## src/rtl/swf_pkg.sv

```systemverilog
package swf_pkg;
    typedef enum logic [1:0] {
        OPK_ADD   = 2'b00,
        OPK_SUB   = 2'b01,
        OPK_LOGIC = 2'b10,
        OPK_LALT  = 2'b11
    } opk_e;

    localparam int FLD_W  = 4;
    localparam int WORD_W = 4 * FLD_W;
endpackage

```

## src/rtl/swf_cond.sv

```systemverilog
module swf_cond
    import swf_pkg::*;
#(
    parameter int DW = 32,
    parameter int NW = 16
) (
    input  logic [DW-1:0] res_i,
    input  logic          wide_i,
    input  logic          cb_i,
    input  opk_e          op_i,
    output logic [3:0]    cc_o     // {C, P, Z, N}
);
    logic is_zero;
    logic is_neg;
    logic carry;

    generate
        if (NW < DW) begin : g_split
            always_comb begin
                if (wide_i) begin
                    is_zero = (res_i == '0);
                    is_neg  = res_i[DW-1];
                end else begin
                    is_zero = (res_i[NW-1:0] == '0);
                    is_neg  = res_i[NW-1];
                end
            end
        end else begin : g_single
            always_comb begin
                is_zero = (res_i == '0);
                is_neg  = res_i[DW-1];
            end
        end
    endgenerate

    always_comb begin
        unique case (op_i)
            OPK_ADD:   carry = cb_i;
            OPK_SUB:   carry = ~cb_i;
            OPK_LOGIC,
            OPK_LALT:  carry = 1'b0;
            default:   carry = 1'b0;
        endcase
    end

    assign cc_o = {carry, ~is_zero & ~is_neg, is_zero, is_neg};
endmodule

```

## src/rtl/swf_bank.sv

```systemverilog
module swf_bank #(
    parameter int FW = 4
) (
    input  logic          clk,
    input  logic          rst_n,
    input  logic          mode_i,
    input  logic          wr_i,
    input  logic [FW-1:0] wd_i,
    output logic [FW-1:0] bank_o
);
    logic [FW-1:0] bank_q;

    always_ff @(posedge clk) begin
        if (!rst_n)       bank_q <= '0;
        else if (!mode_i) bank_q <= '0;
        else if (wr_i)    bank_q <= wd_i;
    end

    assign bank_o = mode_i ? bank_q : '0;

    AST_BANK_CLEARED: assert property (@(posedge clk) disable iff (!rst_n)
        !mode_i |=> (bank_q == '0));

    AST_BANK_RETAINED: assert property (@(posedge clk) disable iff (!rst_n)
        (mode_i && !wr_i) |=> $stable(bank_q));
endmodule

```

## src/rtl/swf_unit.sv

```systemverilog
module swf_unit
    import swf_pkg::*;
#(
    parameter int DW = 32,
    parameter int NW = 16
) (
    input  logic          clk,
    input  logic          rst_n,
    input  logic [DW-1:0] res_i,
    input  logic          wide_i,
    input  logic          cb_i,
    input  logic [1:0]    op_i,
    input  logic          upd_i,
    input  logic          ext_mode_i,
    input  logic          wr_i,
    input  logic [15:0]   wr_data_i,
    output logic [15:0]   sw_o
);
    localparam int LOW_W = 2 * FLD_W;
    localparam int CC_LO = WORD_W - FLD_W;
    localparam int BK_LO = WORD_W - 2 * FLD_W;

    logic [FLD_W-1:0] cc_next;
    logic [FLD_W-1:0] cc_q;
    logic [LOW_W-1:0] low_q;
    logic [FLD_W-1:0] bank_w;

    swf_cond #(.DW(DW), .NW(NW)) u_cond (
        .res_i  (res_i),
        .wide_i (wide_i),
        .cb_i   (cb_i),
        .op_i   (opk_e'(op_i)),
        .cc_o   (cc_next)
    );

    swf_bank #(.FW(FLD_W)) u_bank (
        .clk    (clk),
        .rst_n  (rst_n),
        .mode_i (ext_mode_i),
        .wr_i   (wr_i),
        .wd_i   (wr_data_i[BK_LO +: FLD_W]),
        .bank_o (bank_w)
    );

    always_ff @(posedge clk) begin
        if (!rst_n) begin
            cc_q  <= '0;
            low_q <= '0;
        end else if (wr_i) begin
            cc_q  <= wr_data_i[CC_LO +: FLD_W];
            low_q <= wr_data_i[LOW_W-1:0];
        end else if (upd_i) begin
            cc_q  <= cc_next;
        end
    end

    assign sw_o = {cc_q, bank_w, low_q};

    AST_ONE_SIGN_FLAG: assert property (@(posedge clk) disable iff (!rst_n)
        (upd_i && !wr_i) |=> ($countones(sw_o[14:12]) == 1));

    AST_LOGIC_NO_CARRY: assert property (@(posedge clk) disable iff (!rst_n)
        (upd_i && !wr_i && op_i[1]) |=> !sw_o[15]);

    AST_UPDATE_KEEPS_LOW: assert property (@(posedge clk) disable iff (!rst_n)
        (upd_i && !wr_i) |=> $stable(sw_o[7:0]));

    AST_WRITE_WINS: assert property (@(posedge clk) disable iff (!rst_n)
        wr_i |=> (sw_o[15:12] == $past(wr_data_i[15:12]) &&
                  sw_o[7:0]   == $past(wr_data_i[7:0])));

    AST_BANK_READ_ZERO: assert property (@(posedge clk) disable iff (!rst_n)
        !ext_mode_i |-> (sw_o[11:8] == 4'h0));
endmodule

```

## config.mk

```make
export PLATFORM = sky130hd
export DESIGN_NAME = swf_unit
export DESIGN_NICKNAME = d
export VERILOG_FILES = /design/src/rtl/swf_pkg.sv /design/src/rtl/swf_cond.sv /design/src/rtl/swf_bank.sv /design/src/rtl/swf_unit.sv
export SDC_FILE = /design/constraint.sdc
export NUM_CORES = 1
export LEC_CHECK = 0
export BUFFER_PORTS_ARGS = -buffer_cell sky130_fd_sc_hd__buf_2
export CORE_MARGIN = 1
export CORE_UTILIZATION = 38
export DETAILED_ROUTE_END_ITERATION = 8
export MAX_ROUTING_LAYER = met4
export PLACE_DENSITY = 0.91
export REMOVE_ABC_BUFFERS = 1
export SKIP_CTS_REPAIR_TIMING = 1
export SLEW_MARGIN = 20
export SYNTH_ARGS = -nofsm -noshare
export SYNTH_HDL_FRONTEND = slang
export SYNTH_SLANG_ARGS = --single-unit
```

## constraint.sdc

```tcl
create_clock -name clk -period 3.25 [get_ports clk]
set_input_delay 0.4875 -clock clk [delete_from_list [all_inputs] [get_ports clk]]
set_output_delay 0.4875 -clock clk [all_outputs]
set_load 0.05 [all_outputs]
```

==> flow_metrics.env, run 1 <==
export IMPL_status="complete, no violations"
export IMPL_wl_per_cell_microns=11.3
export IMPL_power_density_nw_per_um2=372
export IMPL_layout_common_cells="72 x buf_2, 16 x dfxtp_1, 13 x mux2i_1, 13 x nor2_1"
export IMPL_route_met2_wl_mm=1.04
export IMPL_cap_violations=0
export IMPL_finalCritPeriodShare_pct=46.6
export IMPL_crit_buf_inv=1
export IMPL_detail_route_iter0_violations=6
export IMPL_r2r_start="cc_q[1]"
export IMPL_final_common_cell="buf_2"
export IMPL_fin_tns_setup_ns=0
export IMPL_ys_warn_count=0
export IMPL_core_sq_um=1780
export IMPL_min_period_ns=1.51
export IMPL_rsz0062_at_grt="false"
export IMPL_num_vias=870
export IMPL_cts_htree_levels=1
export IMPL_reg2reg_depth=3
export IMPL_cp_max_fo=2
export IMPL_overflow=0
export IMPL_crit_chain="buf_2 -> or4_1 -> o41ai_2 -> a311oi_1"
export IMPL_r2r_end="cc_q[1]"
export IMPL_setup_viol=0
export IMPL_fin_cells=175
export IMPL_netlist_area_leader_share_pct=42.7
export IMPL_place_congestion=0.724
export IMPL_multi_input_area_sq_um=412
export IMPL_start_util_pct=42.0
export IMPL_p_leak_uw=0.000623
export IMPL_track_usage_pct=18.2
export IMPL_synthCells=78
export IMPL_die_height_microns=46.4
export IMPL_drcViolationCount=0
export IMPL_ant_nets=0
export IMPL_holdPathEnd="low_q[5]"
export IMPL_final_hold_viol_count=0
export IMPL_crit_required_ns=3.40
export IMPL_seq_area_frac_synth_pct=42.7
export IMPL_drt_met1_wl_microns=768
export IMPL_synth_distinct_cells=24
export IMPL_synthToLayoutAreaGrowth_pct=53.4
export IMPL_hold_ws_ns=0.443
export IMPL_layout_nets=209
export IMPL_drt_pass1_iterations=2
export IMPL_clk_path_buf_depth=2
export IMPL_fill_cells=155
export IMPL_rows=15
export IMPL_fmax_ghz=0.661
export IMPL_hp_class="in2reg"
export IMPL_whs_path_depth=3
export IMPL_cpLargestDelayFamily="simple AND/OR/NAND/NOR gates"
export IMPL_finalMaxSlewViolations=0
export IMPL_synth_area_sq_um=749
export IMPL_peakVddDrop_mv=0.262
export IMPL_synth_area_leaders="dfxtp_1 43%, mux2i_1 17%, nor2_1 6.5%"
export IMPL_crit_type="in2reg"
export IMPL_grt_max_degree=23
export IMPL_synth_area_leader_cell="dfxtp_1"
export IMPL_placed_cell_area_sq_um=1130
export IMPL_slew_headroom_pct=66.7
export IMPL_grt_pass1_wl_mm=2.73
export IMPL_hp_start="wr_data_i[5]"
export IMPL_end_kind="flip-flop"
export IMPL_dp_hpwl_mm=1.61
export IMPL_clkLatencyLatePin_ns=0.27
export IMPL_cts_buffers=3
export IMPL_routed_wl_mm=1.97
export IMPL_antenna_found_initial=0
export IMPL_worst_path_max_delay_cell="or4_1"
export IMPL_cts_sinks=16
export IMPL_worstPathArrival_ns=1.67
export IMPL_wl_met3_microns=139
export IMPL_startpoint_type="input port"
export IMPL_port_buffer_count=72
export IMPL_dieArea_sq_um=2150
export IMPL_dp_cells=172
export IMPL_r2r_slack_ns=2.18
export IMPL_syn_area_per_cell_sq_um=9.61
export IMPL_pin_count=73
export IMPL_cts_tree="yes"
export IMPL_die_width_microns=46.4
export IMPL_path_clk_slew_ns=0.09
export IMPL_cts_root_buf="clkbuf_4"
export IMPL_highest_layer="met4"
export IMPL_grt_pass1_vias=716
export IMPL_drive_above_1_share_pct=52.0
export IMPL_ys_ff_latch=16
export IMPL_fin_area_sq_um=1150
export IMPL_fin_skew_ns=0
export IMPL_worst_pin_slew_ns=0.499
export IMPL_critPathMaxStageDelay_ns=0.54
export IMPL_regArea_sq_um=320
export IMPL_diodes=0
export IMPL_vias_per_cell=4.97
-- registers in the layout (all words and copies together) (netlist names) --
register	count
cc_q	4
u_bank.bank_q	4
low_q	8
-- cells in the mapped netlist, drive strengths merged --
master  instances
nand2b          1
buf             2
and4            1
dfxtp          16
nor2           13
nor3b           2
xnor2           1
a221oi          1
inv             1
nand2           3
a21oi           3
or4             4
nor4            4
or3b            1
o311a           1
clkbuf          1
a311oi          1
nor2b           2
and2            4
o41ai           1
a41o            1
mux2i          13
a211o           1
-- layer usage --
layer  GRT usage, %  vias up
met4           7.65        0
met5              -        -
met3           2.35        4
met1           16.9      391
li1               -      432
met2           35.8       43
-- cell families (layout without fill, tap and decap cells) --
group / after synthesis / in the layout / synth area share, %
multiplexers: 13 / 13 / 17.4
buffers and inverters: 4 / 76 / 2.34
AO/OA/AOI/OAI: 9 / 9 / 10.4
XOR/XNOR: 1 / 1 / 1.17
flip-flops: 16 / 16 / 42.7
AND/OR/NAND/NOR: 35 / 35 / 26.0
-- power breakdown --
part	internal (uW)	switching (uW)	total, uW	leakage [uW]
logic	48.0	68.0	116	0.000478
registers	207	4.58	211	0.000132
clock network	42.9	57.5	100	0.0000138
-- worst max path at each step --
stage                      from       end  slack, ns  cells past startpoint
2_1_floorplan         res_i[25]   cc_q[2]       1.63                      3
3_3_place_gp          res_i[25]   cc_q[2]       1.49                      4
6_report              res_i[26]   cc_q[2]       1.74                      4
5_1_grt        u_bank.bank_q[3]  sw_o[11]       1.70                      2
4_1_cts               res_i[26]   cc_q[1]       1.74                      4
3_5_place_dp          res_i[26]   cc_q[2]       1.44                      4
-- area by class of cell --
type                            count  share of cell area [%]
Tap cell                           25                    2.72
Clock buffer                        3                    1.96
Sequential cell                    16                    27.9
Timing Repair Buffer               72                    31.3
Inverter                            1                   0.326
Multi-Input combinational cell     58                    35.8
-- worst register-to-register path: stages, from the launching register on --
cell and delay (ns):
dfxtp_1 0.32, or3b_2 0.43, a21oi_1 0.16, a41o_1 0.11
-- per-stage QoR --
| step | worst slack [ns] | utilization (%) | total power (uW) |
|---|---|---|---|
| after floorplan | 1.63 | - | 279 |
| after global placement | 1.49 | 63.2 | 329 |
| after detailed placement | 1.44 | 63.2 | 332 |
| after CTS | 1.74 | 64.5 | 431 |
| after global routing | 1.70 | 64.5 | 451 |
| final | 1.74 | 64.5 | 428 |
Note: power is estimated with default switching activity, not from simulation.
==> inputs of run 2 (changes only) <==
CORE_UTILIZATION = 31   (was 38)
PLACE_DENSITY = 0.8   (was 0.91)
clock period = 1.3 ns   (was 3.25 ns; I/O delays follow)
==> flow_metrics.env, run 2 (same netlist as run 1, synthesis figures left out) <==
export IMPL_track_usage_pct=16.2
export IMPL_vias_per_cell=4.91
export IMPL_diodes=0
export IMPL_detail_route_iter0_violations=2
export IMPL_place_congestion=0.639
export IMPL_rows=17
export IMPL_final_common_cell="buf_2"
export IMPL_ant_nets=0
export IMPL_final_hold_viol_count=0
export IMPL_layout_nets=212
export IMPL_p_comb_share_pct=27.7
export IMPL_port_buffer_count=72
export IMPL_worst_pin_slew_ns=0.302
export IMPL_cts_sinks=16
export IMPL_p_int_uw=749
export IMPL_cap_violations=0
export IMPL_top_register="low_q"
export IMPL_startpoint_type="input port"
export IMPL_r2r_slack_ns=0.21
export IMPL_whs_path_depth=3
export IMPL_crit_type="in2reg"
export IMPL_p_sw_uw=319
export IMPL_setup_slack_ns=0.0917
export IMPL_switching_share_pct=29.9
export IMPL_layout_common_cells="72 x buf_2, 16 x dfxtp_1, 13 x mux2i_1, 13 x nor2_1"
export IMPL_dieArea_sq_um=2620
export IMPL_cts_buffers=3
export IMPL_core_sq_um=2250
export IMPL_largestRegisters="low_q (8), cc_q (4), u_bank.bank_q (4)"
export IMPL_slew_headroom_pct=79.6
export IMPL_rsz0062_at_grt="false"
export IMPL_clk_path_buf_depth=2
export IMPL_min_period_ns=1.21
export IMPL_peakVddDrop_mv=0.660
export IMPL_pin_count=73
export IMPL_cts_tree="yes"
export IMPL_fill_cells=232
export IMPL_reg2reg_depth=3
export IMPL_crit_required_ns=1.45
export IMPL_largest_reg_flops=8
export IMPL_worstPathArrival_ns=1.36
export IMPL_clkPwrFrac_pct=22.8
export IMPL_path_clk_slew_ns=0.08
export IMPL_grt_pass1_wl_mm=3.07
export IMPL_cp_max_fo=2
export IMPL_drt_pass1_iterations=4
export IMPL_routed_wl_mm=2.06
export IMPL_finalCritPeriodShare_pct=92.9
export IMPL_drive_above_1_share_pct=52.9
export IMPL_die_height_microns=51.2
export IMPL_p_leak_uw=0.000638
export IMPL_power_density_nw_per_um2=909
export IMPL_drcViolationCount=0
export IMPL_dp_hpwl_mm=1.80
export IMPL_hp_class="in2reg"
export IMPL_overflow=0
export IMPL_placed_cell_area_sq_um=1150
export IMPL_synthToLayoutAreaGrowth_pct=56.9
export IMPL_finalMaxSlewViolations=0
export IMPL_cts_root_buf="clkbuf_4"
export IMPL_clkLatencyLatePin_ns=0.27
export IMPL_start_util_pct=33.2
export IMPL_grt_max_degree=15
export IMPL_die_width_microns=51.2
export IMPL_antenna_found_initial=0
export IMPL_wl_per_cell_microns=11.4
export IMPL_fin_skew_ns=0
export IMPL_pre_cts_slack_ns=-0.198
export IMPL_end_kind="flip-flop"
export IMPL_cts_htree_levels=1
export IMPL_p_seq_share_pct=49.4
export IMPL_setup_viol=0
export IMPL_status="complete, no violations"
export IMPL_fmax_ghz=0.828
export IMPL_grt_pass1_vias=812
export IMPL_num_vias=889
export IMPL_fin_area_sq_um=1180
-- run 2: cell types whose count changed in the layout (fill, tap and decap cells not counted), sizes merged --
cell / delta
buf: +3
-- run 2: stage by stage --
stage                     total power [uW]  cells  hold WS [ns]  TNS, ns  util, %
after detailed placement               840    178         0.437   -0.376     51.2
after global routing                  1140    181         0.146        0     52.2
after floorplan                        696     75         0.326  -0.0984        -
after global placement                 830    178         0.432   -0.319     51.2
final                                 1070    181         0.151        0     52.2
after CTS                             1090    181         0.146        0     52.2
-- run 2: area by class of cell --
class                   count  area [sq um]  area share, %
clock buffers               3          22.5           1.91
multi-input cells          58           412           35.0
well taps                  28          35.0           2.98
repair buffers             75           383           32.6
inverters                   1          3.75          0.319
flip-flops and latches     16           320           27.2
-- run 2: worst max-delay path: stages --
cell	delay, ns
buf_2	0.10
or4_4	0.52
o41ai_2	0.40
a311oi_1	0.14
-- run 2: layer usage --
metal  global-route usage, %  vias to the layer above  routed length (microns)
li1                        -                      438                        -
met3                    3.87                        2                      196
met2                    32.9                       46                     1130
met4                    6.94                        0                       10
met1                    13.7                      403                      721
met5                       -                        -                        0
-- run 2: path summary, 6_finish.rpt --
path,from,to
worst max register to register,cc_q[1],cc_q[1]
worst max-delay path,res_i[25],cc_q[2]
worst min-delay path,wr_data_i[0],low_q[0]
worst min register to register,u_bank.bank_q[0],u_bank.bank_q[0]
-- run 2: power by group through the flow --
| stage | Sequential (uW) | Combinational (uW) | Clock, uW |
|---|---|---|---|
| final | 528 | 297 | 244 |
| after global routing | 531 | 320 | 288 |
| after CTS | 529 | 300 | 256 |
| after detailed placement | 540 | 300 | 0 |
| after global placement | 539 | 291 | 0 |
| after floorplan | 618 | 78.0 | 0 |
==> inputs of run 3 (changes only) <==
CORE_UTILIZATION = 33   (was 31)
PLACE_DENSITY = 0.74   (was 0.8)
SYNTH_HIERARCHICAL = 1   (was unset)
==> flow_metrics.env, run 3 <==
export IMPL_cap_violations=0
export IMPL_synthFlopType="dfxtp_1"
export IMPL_placed_cell_area_sq_um=1190
export IMPL_top_register="low_q"
export IMPL_synth_area_sq_um=832
export IMPL_p_comb_share_pct=27.2
export IMPL_die_height_microns=52.2
export IMPL_drcViolationCount=0
export IMPL_totalPowerFinal_uw=1180
export IMPL_dieArea_sq_um=2730
export IMPL_detail_route_iter0_violations=3
export IMPL_r2r_end="cc_q[0]"
export IMPL_final_hold_viol_count=0
export IMPL_diodes=0
export IMPL_yosysMostFrequentCell="dfxtp_1"
export IMPL_ant_nets=0
export IMPL_cts_sinks=16
export IMPL_reg2reg_depth=2
export IMPL_synthToLayoutAreaGrowth_pct=52.5
export IMPL_layout_common_cells="72 x buf_2, 16 x dfxtp_1, 12 x mux2i_1, 8 x nor2b_1, 6 x nor2_1"
export IMPL_track_usage_pct=13.8
export IMPL_cp_max_fo=2
export IMPL_fin_cells=179
export IMPL_core_sq_um=2300
export IMPL_p_leak_uw=0.000675
export IMPL_r2r_start="cc_q[0]"
export IMPL_cts_buffers=3
export IMPL_netlist_area_leader_share_pct=38.5
export IMPL_r2r_slack_ns=0.42
export IMPL_switching_share_pct=29.9
export IMPL_async_flop_share_pct=0
export IMPL_syn_area_per_cell_sq_um=10.4
export IMPL_pre_cts_slack_ns=-0.264
export IMPL_synth_area_leader_cell="dfxtp_1"
export IMPL_crit_required_ns=1.48
export IMPL_worst_pin_slew_ns=0.456
export IMPL_dp_hpwl_mm=1.52
export IMPL_synth_area_leaders="dfxtp_1 38%, mux2i_1 14%, nor2b_1 6.0%"
export IMPL_critPathMaxStageDelay_ns=0.28
export IMPL_num_vias=849
export IMPL_cpLargestDelayFamily="simple AND/OR/NAND/NOR gates"
export IMPL_layout_nets=209
export IMPL_ys_ff_latch=16
export IMPL_grt_max_degree=20
export IMPL_crit_type="in2reg"
export IMPL_fmax_ghz=0.795
export IMPL_grt_pass1_wl_mm=2.78
export IMPL_cts_htree_levels=1
export IMPL_end_kind="flip-flop"
export IMPL_setup_viol=0
export IMPL_clk_path_buf_depth=2
export IMPL_crit_buf_inv=1
export IMPL_drt_pass1_iterations=4
export IMPL_min_period_ns=1.26
export IMPL_crit_end="cc_q[2]"
export IMPL_synth_distinct_cells=20
export IMPL_final_common_cell="buf_2"
export IMPL_cp_startpoint="res_i[0]"
export IMPL_fin_skew_ns=0
export IMPL_port_buffer_count=72
export IMPL_ys_warn_count=6
export IMPL_hold_ws_ns=0.149
export IMPL_overflow=0
export IMPL_grt_pass1_vias=782
export IMPL_die_width_microns=52.2
export IMPL_place_congestion=0.627
export IMPL_slew_headroom_pct=69.6
export IMPL_wl_per_cell_microns=10.6
export IMPL_peakVddDrop_mv=0.527
export IMPL_pin_count=73
export IMPL_fill_cells=201
export IMPL_antenna_found_initial=0
export IMPL_hp_class="in2reg"
export IMPL_crit_chain="buf_2 -> nor4_1 -> nand4_1 -> o21ba_1 -> mux2_1 -> o211a_1"
export IMPL_status="complete, no violations"
export IMPL_clkPwrFrac_pct=27.8
export IMPL_synthCells=80
export IMPL_cts_tree="yes"
export IMPL_setup_slack_ns=0.0420
export IMPL_vias_per_cell=4.74
export IMPL_cts_root_buf="clkbuf_4"
export IMPL_p_seq_share_pct=45.0
export IMPL_fin_area_sq_um=1270
export IMPL_power_density_nw_per_um2=928
export IMPL_finalCritPeriodShare_pct=96.8
export IMPL_worst_path_max_delay_cell="nor4_1"
export IMPL_clkLatencyLatePin_ns=0.28
export IMPL_rows=17
export IMPL_seq_area_frac_synth_pct=38.5
export IMPL_routed_wl_mm=1.90
export IMPL_start_util_pct=36.2
export IMPL_synth_common_cells="16 x dfxtp_1, 12 x mux2i_1, 8 x nor2b_1"
export IMPL_finalMaxSlewViolations=0
export IMPL_synth_edf_count=0
export IMPL_largest_reg_flops=8
export IMPL_dp_cells=175
export IMPL_largestRegisters="low_q (8), cc_q (4), u_bank/bank_q (4)"
export IMPL_p_int_uw=825
export IMPL_cp_num_cells=6
export IMPL_path_clk_slew_ns=0.09
export IMPL_startpoint_type="input port"
export IMPL_p_sw_uw=352
export IMPL_drive_above_1_share_pct=57.0
export IMPL_worstPathArrival_ns=1.44
## run 3: cell families after synthesis
group / synth area share (%)
DFF: 38.5
xor gates and xnor gates: 1.05
muxes: 21.2
and+or+nand+nor: 25.0
AOI/OAI and AO/OA: 7.07
buffers and inverters: 7.22
## run 3: layer usage
| layer | share of wire, % | up-vias | track usage (%) |
|---|---|---|---|
| li1 | - | 422 | - |
| met1 | 36 | 370 | 12.2 |
| met2 | 51 | 57 | 29.5 |
| met3 | 13 | 0 | 2.32 |
| met4 | 0 | 0 | 2.63 |
| met5 | 0 | - | - |
## run 3: worst min-delay path by stage
stage | from | end | slack (ns) | depth (start not counted)
finish | wr_data_i[11] | u_bank/bank_q[3] | 0.15 | 3
global route | wr_data_i[0] | low_q[0] | 0.16 | 3
CTS | wr_data_i[11] | u_bank/bank_q[3] | 0.14 | 3
detailed placement | wr_data_i[10] | u_bank/bank_q[2] | 0.44 | 3
global placement | wr_data_i[10] | u_bank/bank_q[2] | 0.43 | 3
floorplan | rst_n | low_q[0] | 0.32 | 1
## run 3: cell type report
type	instances	area, sq um	area share, %
Multi-Input combinational cell	56	498	39.3
Timing Repair Buffer	74	375	29.6
Sequential cell	16	320	25.2
Clock buffer	4	36.3	2.86
Tap cell	28	35.0	2.76
Inverter	1	3.75	0.296
## run 3: tightest hold or removal path, cell delays in order
cell	delay, ns
buf_2	0.07
mux2i_1	0.05
nor2_1	0.07
## run 3: power by group through the flow
stage | clock, uW | combinational [uW] | sequential (uW)
final | 327 | 320 | 530
after global routing | 359 | 346 | 534
after CTS | 341 | 311 | 531
after detailed placement | 0 | 311 | 542
after global placement | 0 | 303 | 541
after floorplan | 0 | 82.5 | 624
## run 3: per-stage QoR
stage	setup TNS (ns)	util, %
after global placement	-0.247	51.6
final	0	55.2
after floorplan	-0.0499	-
after detailed placement	-0.264	51.6
after CTS	0	53.2
after global routing	-0.0257	55.2
